## src/rtl/tp_pkg.sv

```systemverilog
package tp_pkg;

  localparam logic [3:0] MODE_OFF = 4'b0000;
  localparam logic [3:0] MODE_MID = 4'b0001;
  localparam logic [3:0] MODE_POS = 4'b0010;
  localparam logic [3:0] MODE_NEG = 4'b0011;
  localparam logic [3:0] MODE_CHK = 4'b0100;
  localparam logic [3:0] MODE_PNL = 4'b0101;
  localparam logic [3:0] MODE_PNS = 4'b0110;
  localparam logic [3:0] MODE_TGL = 4'b0111;
  localparam logic [3:0] MODE_USR = 4'b1000;

  // Modes whose output takes part in the two's-complement flip.
  function automatic logic fmt_applies(input logic [3:0] m);
    return !(m == MODE_CHK || m == MODE_TGL || m == MODE_USR);
  endfunction

endpackage

```

## src/rtl/tp_pat_gen.sv

```systemverilog
module tp_pat_gen
  import tp_pkg::*;
#(
  parameter int MAX_W = 14,
  parameter int NB    = 8,
  localparam int UW   = 16,
  localparam int NW   = NB / 2,
  localparam int IW   = (NW > 1) ? $clog2(NW) : 1
) (
  input  logic [3:0]      mode_i,
  input  logic [IW-1:0]   idx_i,
  input  logic [MAX_W-1:0] mask_i,
  input  logic [MAX_W-1:0] msb_i,
  input  logic [MAX_W-1:0] alt_i,
  input  logic [MAX_W-1:0] adc_i,
  input  logic [MAX_W-1:0] pnl_i,
  input  logic [MAX_W-1:0] pns_i,
  input  logic [8*NB-1:0]  bytes_i,
  output logic [MAX_W-1:0] raw_o,
  output logic             fmt_en_o
);

  logic [UW-1:0]    uw [NW];
  logic [UW-1:0]    usel;
  logic [MAX_W-1:0] uword;
  logic             second;

  for (genvar k = 0; k < NW; k++) begin : g_uw
    assign uw[k] = {bytes_i[8*(2*k+1) +: 8], bytes_i[8*(2*k) +: 8]};
  end

  assign usel = uw[idx_i];

  if (MAX_W < UW) begin : g_trunc
    logic unused_hi;
    assign uword     = usel[MAX_W-1:0];
    assign unused_hi = ^usel[UW-1:MAX_W];
  end else begin : g_full
    assign uword = MAX_W'(usel);
  end

  assign second = idx_i[0];

  always_comb begin
    case (mode_i)
      MODE_MID: raw_o = msb_i;
      MODE_POS: raw_o = mask_i;
      MODE_NEG: raw_o = '0;
      MODE_CHK: raw_o = second ? (~alt_i & mask_i) : alt_i;
      MODE_PNL: raw_o = pnl_i;
      MODE_PNS: raw_o = pns_i;
      MODE_TGL: raw_o = second ? '0 : mask_i;
      MODE_USR: raw_o = uword;
      default:  raw_o = adc_i;
    endcase
    fmt_en_o = fmt_applies(mode_i);
  end

endmodule

```

## config.mk

```make
export PLATFORM = sky130hd
export DESIGN_NAME = tp_pat_gen
export DESIGN_NICKNAME = d
export VERILOG_FILES = /design/src/rtl/tp_pkg.sv /design/src/rtl/tp_pat_gen.sv
export SDC_FILE = /design/constraint.sdc
export NUM_CORES = 1
export LEC_CHECK = 0
export BUFFER_PORTS_ARGS = -buffer_cell sky130_fd_sc_hd__buf_2
export CAP_MARGIN = 30
export CORE_MARGIN = 3
export CORE_UTILIZATION = 30
export DETAILED_ROUTE_END_ITERATION = 7
export PLACE_DENSITY_LB_ADDON = 0.1
export SYNTH_ARGS = -nofsm -noshare
export SYNTH_HDL_FRONTEND = slang
export SYNTH_SLANG_ARGS = --single-unit
export TNS_END_PERCENT = 30
```

## constraint.sdc

```tcl
create_clock -name vclk -period 2.2
set_clock_uncertainty 0.1 [all_clocks]
set_input_delay 0.22 -clock vclk [all_inputs]
set_output_delay 0.22 -clock vclk [all_outputs]
set_load 0.05 [all_outputs]
```

======== Yosys cells after proc, flatten, opt, wreduce, memory -nomap -nowiden ========
Cells that the tools add are included.
Widths: inputs -> output; s select.
operators by class
  order comparisons ....................... 1
  reduce and logical (&&, ||, !) cells .... 3
  equality and inequality tests ........... 8
  bitwise logic cells ..................... 3
  mux-type cells .......................... 6
operators by type and width
  kind                number
  $pmux 14 s8         1
  $mux 14             4
  $bmux 16 s2         1
  $eq 4x3->1 const B  4
  $and 14x14->14      1
  $not 14->14         1
  $eq 4x2->1 const B  2
  $eq 4x1->1 const B  1
  $eq 4x4->1 const B  1
  $ge 3x3->1 const B  1
  $not 2->3           1
  $logic_or 1x1->1    2
  $logic_not 1->1     1
word-level totals
  bits in registers ....................... 0

======== Logic depth before layout (Yosys ltp) ========
  depth in word-level cells ............... 5
  gate-level depth with buffers ........... 7
  depth with buffers taken out ............ 4

======== Least setup slack after synthesis ========
OpenSTA, ideal clock, no wires.
  path type ............................... input -> output
  start point ............................. input mode_i[0]
  end point ............................... output raw_o[12]
  arrival ................................. 2.016 ns
  cell stages on the path ................. 6
  buffers on the path ..................... 2
  required time ........................... 1.880 ns
  setup slack ............................. -0.136 ns
  cell sequence ........................... buf_4 > or3b_4 > buf_6 > o21ai_1 > a32oi_1 > a41oi_1
between the ends
  longest elaborated chain between the ends .. 2
  elaborated cells between the ends (all ways) .. 9
  those cells by class .................... 8 x eq/ne; 1 x mux
RTL lines
  item                                      line              text
  from (decl)                               tp_pat_gen.sv:10  input logic [3:0] mode_i,
  $eq 4x4->1, or another cell as far along  tp_pat_gen.sv:45  case (mode_i)
  $pmux 14 s8 *                             tp_pat_gen.sv:45
  to (decl)                                 tp_pat_gen.sv:19  output logic [MAX_W-1:0] raw_o,
Mark *: on every way between the ends. The rest lies on a longest branch, timed or not.

======== Final worst setup path ========
  start point ............................. input idx_i[0]
  end point ............................... output raw_o[13]
between the ends
  longest elaborated chain between the ends .. 5
  elaborated cells between the ends (all ways) .. 7
  those cells by class .................... 6 x mux; 1 x bitwise
RTL lines
  item                                        line              text
  from (decl)                                 tp_pat_gen.sv:11  input logic [IW-1:0] idx_i,
  $not 2->3 (not written as such)             tp_pat_gen.sv:32  assign usel = uw[idx_i];
  $bmux 16 s2                                 tp_pat_gen.sv:32
  $mux 14 (not written as such) (2 in a row)  tp_pat_gen.sv:32
  $pmux 14 s8 *                               tp_pat_gen.sv:45
Mark *: on every way between the ends. The rest lies on a longest branch, timed or not. The select of a mux whose other input is x is not followed.

==> results.cfg <==
[run_status]
outcome = finished, final reports clean

[finish]
nets = 535
seq_area_um2 = 0
seq_cells = 0
clock_buffers = 0
final_area_mm2 = 0.00254
final_common_cell = buf_2
num_antenna_cells = 0
mostFrequentLayoutCells = buf_2, o21ai_0, nor2_1
final_layout_size_suffix_gt1_share_pct = 53.3
final_cells = 446
area_growth_pct = 58.3

[global_route]
track_usage_pct = 21.8
grt_pass1_wl_um = 11200
grt_pass1_vias = 2299
grt_start_max_net_pins = 29
antenna_found_initial = 0
grt-ovfl-total = 0

[timing]
tightest_slew_ps = 442
setup_viol = 0
period_share_pct = 95.6
relSlewSlack_pct = 70.5
fmax_ghz = 0.475
rsz0062_at_grt = no
hold_viol_final = 0
final-max-slew-violation-count = 0
finalCriticalPeriod_ps = 2100

[synthesis]
avgSynthCellArea_um2 = 7.10
postSynthCellCount = 226
netlist_area_mm2 = 0.00160
yosysUniqueCellTypes = 37
yosysSeqAreaShare_pct = 0
yosysWarnings = 0
syn-num-nets = 380

[routing]
wirelength_um = 7180
firstDrtPassIters = 4
routed_via_density = 5.34
wl_per_cell_um = 16.1
first_iter_violations = 85
ant_nets = 0
vias = 2381
remaining_drc_errors = 0

[floorplan]
start_util_pct = 32.5
core_mm2 = 0.00494
rows = 25
dieArea_mm2 = 0.00626
die_width_um = 79.1
die_height_um = 79.1
io-pin-count = 169

[critical_path]
start_kind = input pin
crit_slowest_cell = mux4_2
cp-end-kind = output port
path_cells = clkbuf_4, buf_12, mux4_2, a32oi_1, a41oi_2, buf_2
crit_type = in2out
cp_max_fo = 12
max_stage_delay_ps = 550
critPathArrivalTime_ps = 1780
required_ps = 1880

[worst_hold_path]
hp-start = adc_i[6]
whs_endpoint = raw_o[6]
hold_path_class = in2out
min_path_cells = 3

[power]
p_leak_nw = 1.23
ir_worst_vdd_mv = 0.140
powerDensity_mw_per_mm2 = 236
finalPower_uw = 600

[place]
dp_cells = 446
finalWeightedCongestion = 0.889
dp_hpwl_um = 5910
port_buffers = 161
placed_cell_area_mm2 = 0.00253

[run]
max_cap_viol_count = 0
where the power goes:
part / leakage [nW] / switching (mW) / internal, mW / total, mW
registers: 0 / 0 / 0 / 0
clock network: 0 / 0 / 0 / 0
logic: 1.23 / 0.337 / 0.262 / 0.600
synth_stat cells, drive strengths merged:
library cell | count | area [µm²]
or3b | 1 | 11.3
a41oi | 10 | 87.6
mux2i | 1 | 10.0
nor3 | 1 | 5.00
xnor2 | 1 | 8.76
a221oi | 10 | 87.6
and2 | 1 | 6.26
a221o | 3 | 30.0
inv | 22 | 82.6
nand3 | 6 | 30.0
nand2b | 2 | 12.5
nand2 | 1 | 3.75
nor2b | 18 | 120
o32a | 3 | 30.0
o21a | 1 | 7.51
o21ai | 39 | 195
or3 | 1 | 6.26
o211ai | 1 | 7.51
a32o | 3 | 30.0
a21oi | 15 | 75.1
nor4b | 2 | 47.6
nand3b | 2 | 15.0
a32oi | 10 | 87.6
a211oi | 1 | 7.51
mux4 | 14 | 315
clkbuf | 10 | 38.8
a21o | 3 | 22.5
nor2 | 25 | 93.8
buf | 16 | 109
a31oi | 2 | 12.5
nor3b | 1 | 7.51
area by class of cell:
type               count  area (µm²)
fillers              547        2400
well taps             67        83.8
inverters             22        82.6
repair buffers       179         973
multi-input cells    178        1400
worst max-delay path by stage:
stage                     startpoint        end  depth (start not counted)
final                       idx_i[0]  raw_o[13]                          6
after global routing       mode_i[1]   raw_o[4]                          7
after CTS                   idx_i[0]   raw_o[2]                          6
after detailed placement   mode_i[1]   raw_o[0]                          6
after global placement     mode_i[1]   raw_o[1]                          6
after floorplan            mode_i[0]   raw_o[3]                          6
layer usage:
metal | routed length [µm] | track usage (%)
met1 | 3000 | 30.6
met2 | 3490 | 38.3
met3 | 664 | 2.15
met4 | 17 | 0.172
met5 | 0 | 0
critical path: cells and delay by family:
family,cells,cell delay (ps)
multiplexers,1,550
AO/OA/AOI/OAI,2,380
buffers and inverters,3,640
stage by stage:
step / utilization (%) / hold WS, ps / TNS, ps / setup slack, ps
floorplan: - / 582 / -1040 / -136
global placement: 51.2 / 772 / -34.2 / -11.0
detailed placement: 51.2 / 778 / -215 / -37.6
CTS: 51.2 / 778 / 0 / 53.5
global route: 51.4 / 792 / 0 / 10.8
finish: 51.4 / 776 / 0 / 96.1
cell families (layout without fill, tap and decap cells):
logic type / Yosys count / in the layout / synth area share (%)
buf+inv: 48 / 201 / 14.4
mux: 15 / 15 / 20.3
simple gates: 61 / 61 / 22.4
xor+xnor: 1 / 1 / 0.546
compound gates: 101 / 101 / 42.4
timing repair:
item                                    in CTS  in global routing
gates resized for setup                      1                  4
buffers inserted                             0                  0
hold buffers                                 0                  0
endpoints found under the setup margin      10                  9
No activity file was read; power rests on OpenSTA's default activity.
